[src/rtl/iw_pkg.sv]
package iw_pkg;
  localparam int NUM_CLS = 3;
  localparam int LANES   = 2;
  localparam int CLS_W   = 2;

  typedef enum logic [CLS_W-1:0] {
    CLS_INT = 2'd0,
    CLS_FP  = 2'd1,
    CLS_MEM = 2'd2
  } fu_cls_e;
endpackage

[src/rtl/iw_slot_find.sv]
// Picks the two lowest-numbered free slots.
module iw_slot_find #(
  parameter int DEPTH = 8,
  localparam int IDX_W = $clog2(DEPTH)
) (
  input  logic [DEPTH-1:0] busy,
  output logic [IDX_W-1:0] slot_a,
  output logic [IDX_W-1:0] slot_b
);
  always_comb begin
    logic got_a;
    logic got_b;
    got_a  = 1'b0;
    got_b  = 1'b0;
    slot_a = '0;
    slot_b = '0;
    for (int i = 0; i < DEPTH; i++) begin
      if (!busy[i]) begin
        if (!got_a) begin
          slot_a = IDX_W'(i);
          got_a  = 1'b1;
        end else if (!got_b) begin
          slot_b = IDX_W'(i);
          got_b  = 1'b1;
        end
      end
    end
  end
endmodule

[src/rtl/iw_oldest_pick.sv]
// One-hot grant to the candidate with the smallest age rank.
module iw_oldest_pick #(
  parameter int DEPTH  = 8,
  parameter int RANK_W = 3
) (
  input  logic [DEPTH-1:0]        cand,
  input  logic [DEPTH*RANK_W-1:0] rank_flat,
  output logic [DEPTH-1:0]        grant
);
  always_comb begin
    for (int i = 0; i < DEPTH; i++) begin
      grant[i] = cand[i];
      for (int j = 0; j < DEPTH; j++) begin
        if (j != i && cand[j] &&
            rank_flat[j*RANK_W +: RANK_W] < rank_flat[i*RANK_W +: RANK_W])
          grant[i] = 1'b0;
      end
    end
  end
endmodule

[src/rtl/ooo_issue_window.sv]
module ooo_issue_window
  import iw_pkg::*;
#(
  parameter int DEPTH  = 8,
  parameter int TAG_W  = 6,
  parameter int NUM_WB = 2
) (
  input  logic                       clk,
  input  logic                       rst_n,
  input  logic                       flush,
  input  logic [LANES-1:0]           dec_valid,
  output logic [LANES-1:0]           dec_ready,
  input  logic [LANES*CLS_W-1:0]     dec_cls,
  input  logic [LANES*TAG_W-1:0]     dec_dst,
  input  logic [LANES*TAG_W-1:0]     dec_src0,
  input  logic [LANES*TAG_W-1:0]     dec_src1,
  input  logic [LANES-1:0]           dec_rdy0,
  input  logic [LANES-1:0]           dec_rdy1,
  input  logic [NUM_WB-1:0]          wb_valid,
  input  logic [NUM_WB*TAG_W-1:0]    wb_tag,
  input  logic [NUM_CLS-1:0]         fu_free,
  output logic [NUM_CLS-1:0]         iss_valid,
  output logic [NUM_CLS*TAG_W-1:0]   iss_dst,
  output logic [NUM_CLS*TAG_W-1:0]   iss_src0,
  output logic [NUM_CLS*TAG_W-1:0]   iss_src1,
  output logic                       win_full
);
  localparam int IDX_W  = $clog2(DEPTH);
  localparam int RANK_W = IDX_W;
  localparam int CNT_W  = $clog2(DEPTH + 1);

  typedef struct packed {
    logic [CLS_W-1:0]  cls;
    logic [TAG_W-1:0]  dst;
    logic [TAG_W-1:0]  s0;
    logic [TAG_W-1:0]  s1;
    logic              r0;
    logic              r1;
    logic [RANK_W-1:0] rank;
  } slot_t;

  function automatic logic tag_hit(input logic [NUM_WB-1:0] v,
                                   input logic [NUM_WB*TAG_W-1:0] tags,
                                   input logic [TAG_W-1:0] t);
    logic h;
    h = 1'b0;
    for (int k = 0; k < NUM_WB; k++)
      if (v[k] && tags[k*TAG_W +: TAG_W] == t) h = 1'b1;
    return h;
  endfunction

  slot_t                         slot_q [DEPTH];
  slot_t                         slot_d [DEPTH];
  logic [DEPTH-1:0]              live_q;
  logic [CNT_W-1:0]              occ;
  logic [IDX_W-1:0]              free_a, free_b;
  logic [LANES-1:0]              take;
  logic [DEPTH*RANK_W-1:0]       rank_flat;
  logic [NUM_CLS-1:0][DEPTH-1:0] grant;
  logic [DEPTH-1:0]              leaving;
  logic [CNT_W-1:0]              n_leave;
  logic [RANK_W-1:0]             base_rank;

  assign occ      = CNT_W'($countones(live_q));
  assign n_leave  = CNT_W'($countones(leaving));
  assign win_full = (occ == CNT_W'(DEPTH));

  assign dec_ready[0] = !flush && (occ < CNT_W'(DEPTH));
  assign dec_ready[1] = !flush && (occ <= CNT_W'(DEPTH - 2));
  assign take         = dec_valid & dec_ready;
  assign base_rank    = RANK_W'(occ - n_leave);

  iw_slot_find #(.DEPTH(DEPTH)) u_find (
    .busy  (live_q),
    .slot_a(free_a),
    .slot_b(free_b)
  );

  always_comb begin
    for (int i = 0; i < DEPTH; i++)
      rank_flat[i*RANK_W +: RANK_W] = slot_q[i].rank;
  end

  for (genvar c = 0; c < NUM_CLS; c++) begin : g_cls
    logic [DEPTH-1:0] cand;
    always_comb begin
      for (int i = 0; i < DEPTH; i++)
        cand[i] = live_q[i] && slot_q[i].r0 && slot_q[i].r1 &&
                  (slot_q[i].cls == CLS_W'(c)) && fu_free[c] && !flush;
    end
    iw_oldest_pick #(.DEPTH(DEPTH), .RANK_W(RANK_W)) u_pick (
      .cand     (cand),
      .rank_flat(rank_flat),
      .grant    (grant[c])
    );
  end

  always_comb begin
    leaving   = '0;
    iss_valid = '0;
    iss_dst   = '0;
    iss_src0  = '0;
    iss_src1  = '0;
    for (int c = 0; c < NUM_CLS; c++) begin
      iss_valid[c] = |grant[c];
      leaving      = leaving | grant[c];
      for (int i = 0; i < DEPTH; i++) begin
        if (grant[c][i]) begin
          iss_dst [c*TAG_W +: TAG_W] = slot_q[i].dst;
          iss_src0[c*TAG_W +: TAG_W] = slot_q[i].s0;
          iss_src1[c*TAG_W +: TAG_W] = slot_q[i].s1;
        end
      end
    end
  end

  // Wake-up, age renumbering after departures, and writes of new entries.
  always_comb begin
    for (int i = 0; i < DEPTH; i++) begin
      int older_gone;
      older_gone = 0;
      for (int j = 0; j < DEPTH; j++)
        if (leaving[j] && slot_q[j].rank < slot_q[i].rank) older_gone++;
      slot_d[i]      = slot_q[i];
      slot_d[i].r0   = slot_q[i].r0 | tag_hit(wb_valid, wb_tag, slot_q[i].s0);
      slot_d[i].r1   = slot_q[i].r1 | tag_hit(wb_valid, wb_tag, slot_q[i].s1);
      slot_d[i].rank = slot_q[i].rank - RANK_W'(older_gone);
    end
    if (take[0]) begin
      slot_d[free_a].cls  = dec_cls[CLS_W-1:0];
      slot_d[free_a].dst  = dec_dst[TAG_W-1:0];
      slot_d[free_a].s0   = dec_src0[TAG_W-1:0];
      slot_d[free_a].s1   = dec_src1[TAG_W-1:0];
      slot_d[free_a].r0   = dec_rdy0[0] | tag_hit(wb_valid, wb_tag, dec_src0[TAG_W-1:0]);
      slot_d[free_a].r1   = dec_rdy1[0] | tag_hit(wb_valid, wb_tag, dec_src1[TAG_W-1:0]);
      slot_d[free_a].rank = base_rank;
    end
    if (take[1]) begin
      slot_d[free_b].cls  = dec_cls[CLS_W +: CLS_W];
      slot_d[free_b].dst  = dec_dst[TAG_W +: TAG_W];
      slot_d[free_b].s0   = dec_src0[TAG_W +: TAG_W];
      slot_d[free_b].s1   = dec_src1[TAG_W +: TAG_W];
      slot_d[free_b].r0   = dec_rdy0[1] | tag_hit(wb_valid, wb_tag, dec_src0[TAG_W +: TAG_W]);
      slot_d[free_b].r1   = dec_rdy1[1] | tag_hit(wb_valid, wb_tag, dec_src1[TAG_W +: TAG_W]);
      slot_d[free_b].rank = base_rank + RANK_W'(take[0]);
    end
  end

  always_ff @(posedge clk) begin
    if (!rst_n || flush) begin
      live_q <= '0;
    end else begin
      live_q <= (live_q & ~leaving)
              | (take[0] ? (DEPTH'(1) << free_a) : '0)
              | (take[1] ? (DEPTH'(1) << free_b) : '0);
    end
  end

  always_ff @(posedge clk) begin
    for (int i = 0; i < DEPTH; i++) slot_q[i] <= slot_d[i];
  end
endmodule

[config.mk]
export PLATFORM = sky130hd
export DESIGN_NAME = ooo_issue_window
export DESIGN_NICKNAME = d
export VERILOG_FILES = /design/src/rtl/iw_pkg.sv /design/src/rtl/iw_slot_find.sv /design/src/rtl/iw_oldest_pick.sv /design/src/rtl/ooo_issue_window.sv
export SDC_FILE = /design/constraint.sdc
export NUM_CORES = 1
export LEC_CHECK = 0
export BUFFER_PORTS_ARGS = -buffer_cell sky130_fd_sc_hd__clkbuf_2
export CORE_MARGIN = 3
export CORE_UTILIZATION = 50
export DETAILED_ROUTE_END_ITERATION = 8
export GPL_ROUTABILITY_DRIVEN = 1
export MAX_ROUTING_LAYER = met4
export PLACE_DENSITY_LB_ADDON = 0.1
export SLEW_MARGIN = 10
export SYNTH_ARGS = -nofsm -noshare
export SYNTH_HDL_FRONTEND = slang
export SYNTH_HIERARCHICAL = 1
export SYNTH_SLANG_ARGS = --single-unit
export TNS_END_PERCENT = 30
[constraint.sdc]
create_clock -name clk -period 22.7 [get_ports clk]
set_clock_uncertainty 0.15 [all_clocks]
set_input_delay 3.405 -clock clk [delete_from_list [all_inputs] [get_ports clk]]
set_output_delay 3.405 -clock clk [all_outputs]
set_load 0.01 [all_outputs]
==> impl_metrics.toml <==
[critical_path]
cp_slowest_cell = "nor4b_1"
worstSetupPathType = "in2out"
critPathBufInv = 4
cp_data_arrival_time_ns = 8.09
worstPathRequired_ns = 19.15
cpPeakStageDelay_ns = 0.97
crit_path_max_fanout = 38
path_cells = "clkbuf_2 > nand2b_1 > nor4b_1 > inv_1 > a31oi_1 > a32oi_1 > and4_1 > buf_4 > a21oi_1 > a21oi_1 > o21ai_0 > a221oi_1 > o31ai_1 > clkbuf_2"
cp_num_cells = 14
cp_top_family = "compound AO/OA/AOI/OAI gates"
r2r_setup_slack_ns = 13.80
start_kind = "input port"
reg2reg_depth = 20
end_kind = "primary output"

[power_and_ir_drop]
p_clk_frac = 0.185
comb_power_share = 0.592
p_seq_frac = 0.224
power_leakage_nw = 13.26
power.internal_mw = 1.320
netSwitchingPower_mw = 1.270
switching_share = 0.4904
ir_drop_v = 0.00006506
power_density_nw_per_um2 = 85.87

[global_route]
grt_util_all_layers = 0.4090
grt_pass1_wl_um = 179400
antenna_found_initial = 6
grt_max_degree = 53
grt_pass1_vias = 27920
overflow = 0

[sta]
setup_slack_ns = 11.05
rsz0062_at_grt = "false"
period_share = 0.5131
fin_crit_ns = 11.65
drv_slew = 0
timing.fmax_ghz = 0.08585
max-slew-margin-rel = 0.2181
setup_tns_ns = 0
worst_pin_slew_ns = 1.157
setup_violations = 0
hold_viol_final = 0

[drt]
ant_nets = 0
num_vias = 29110
dr.pass1.iters = 8
routed_wl_um = 122200
post_drt_wl_per_cell_um = 27.91
via_per_inst = 6.649
drt_iter0_drc = 3257
drc_errors = 0

[worst_hold_path]
hold_class = "reg2reg"
hold_depth = 2

[floorplanning]
die_w_um = 242.9
die_y_um = 242.9
core_um2 = 55310
io_pins = 126
start_util = 0.5073
row_count = 86
die-area_um2 = 59000

[cts]
post_cts_buffers = 0
post_cts_resized = 0
cts_max_path_buffers = 3
cts_hold_buf = 0
cts_tree = "done"
cts_max_level = 1
clk_latency_ns = 0.57
clk_pin_slew_ns = 0.06
clock-root-buffer = "clkbuf_16"
cts_sinks = 208
cts_made_buffers = 26

[finish]
drive_above_1_share = 0.09379
area_growth_pct = 7.523
final_nets = 4096
final_util = 0.5455

[placed_design]
gp_congestion = 1.025
port_buffers = 125
dpl_worst_slack_ns = 11.13
place_hpwl_um = 88190

[logic_synthesis]
synth.avg_cell_area_um2 = 7.616
synth-seq-cells = 208
yosys_warnings = 6
synth_async_sr_flop_share = 0
ys.flop_type = "dfxtp_1"
syn_inst = 3684
ys_types = 82
ys_seq_area_frac = 0.1484
netlist_area_um2 = 28060
synth_edf_count = 0
syn-num-nets = 4174

[outcome]
status = "complete, no violations"

[job]
cap_violations = 0
placed cells by master, fill, tap and decap left out, drive strengths merged, types with 64 or more instances in the layout:
cell and count:
xor2 147, nand3b 64, inv 211, a21oi 348
ha 402, xnor2 169, a221oi 74, o21ai 274
clkbuf 156, nor2 111, mux2i 187, nand2 416
dfxtp 208, nor2b 94, nand3 98, buf 80
area by class of cell:
| type | instances | area, um2 |
|---|---|---|
| Clock inverter | 16 | 276.5 |
| Inverter | 213 | 799.5 |
| Timing Repair Buffer | 205 | 1226 |
| Clock buffer | 31 | 699.4 |
| Tap cell | 748 | 935.9 |
| Fill cell | 5293 | 25140 |
| Sequential cell | 208 | 4165 |
| Antenna cell | 6 | 15.01 |
| Multi-Input combinational cell | 2952 | 22050 |
logic make-up (layout without fill, tap and decap cells):
family,count (synthesis),count (layout),synth area share
xor gates and xnor gates,329,329,0.1100
other,0,6,0
muxes,204,204,0.07353
adders and majority gates,424,424,0.1950
and+or+nand+nor,1025,1025,0.1858
buffers and inverters,524,465,0.07300
DFF,208,208,0.1484
AOI/OAI and AO/OA,970,970,0.2144
power by group through the flow:
stage / combinational (mW) / sequential (mW) / clock [mW]
6_report: 1.53 / 0.579 / 0.478
3_5_place_dp: 1.49 / 0.578 / 0
2_1_floorplan: 1.05 / 0.533 / 0
4_1_cts: 1.50 / 0.571 / 0.479
3_3_place_gp: 1.41 / 0.576 / 0
5_1_grt: 1.71 / 0.582 / 0.493
metrics by stage:
step           cells  total power [mW]  area [um2]  hold slack [ns]
2_1_floorplan   3684             1.587       28060           0.3640
6_report        4379             2.591       30170           0.4029
4_1_cts         4373             2.547       30150           0.3987
3_5_place_dp    4326             2.069       29180           0.3904
5_1_grt         4379             2.785       30170           0.4269
3_3_place_gp    4326             1.989       29180           0.3831
worst reg2reg max path: stages, from the launching register on:
cell and delay, ns:
dfxtp_1 0.66, nand3_1 0.41, nor4b_1 1.05, inv_1 0.38
a2111oi_2 0.38, o22ai_1 0.22, nor3_4 0.14, buf_4 0.48
nor3_1 0.27, inv_2 0.29, fa_1 0.49, fa_1 0.49
fa_1 0.52, inv_1 0.05, fa_1 0.45, fa_1 0.40
fa_1 0.40, xnor2_1 0.15, xnor2_1 0.78, xnor2_1 0.40
o22ai_1 0.27
synthesized netlist by cell type, drive strengths merged (63+ instances only):
library cell	count	area share
nor2b	94	0.022
clkbuf	188	0.026
mux2i	187	0.067
nor2	111	0.015
buf	123	0.019
a21oi	348	0.062
nand3	98	0.018
nand3b	64	0.017
o21ai	274	0.049
xnor2	169	0.054
inv	211	0.028
nand2	416	0.056
xor2	147	0.046
ha	402	0.18
dfxtp	208	0.15
a221oi	74	0.025
nor4	63	0.014
final timing paths:
kind | start | endpoint
max | flush | iss_src0[16]
min | slot_q[1][21] | slot_q[1][21]
max reg2reg | live_q[7] | slot_q[1][2]
min reg2reg | slot_q[1][21] | slot_q[1][21]
routing by layer:
layer / routed length [um] / share of wire / track usage
met1: 49220 / 0.40 / 0.5102
met3: 11670 / 0.095 / 0.06982
met4: 9012 / 0.074 / 0.2402
met2: 52330 / 0.43 / 0.6219
met5: 0 / 0 / -
registers in the layout (all words and copies together), names as in the netlist:
signal and cells:
slot_q 200, live_q 8
Note: power is estimated with default switching activity, not from simulation.
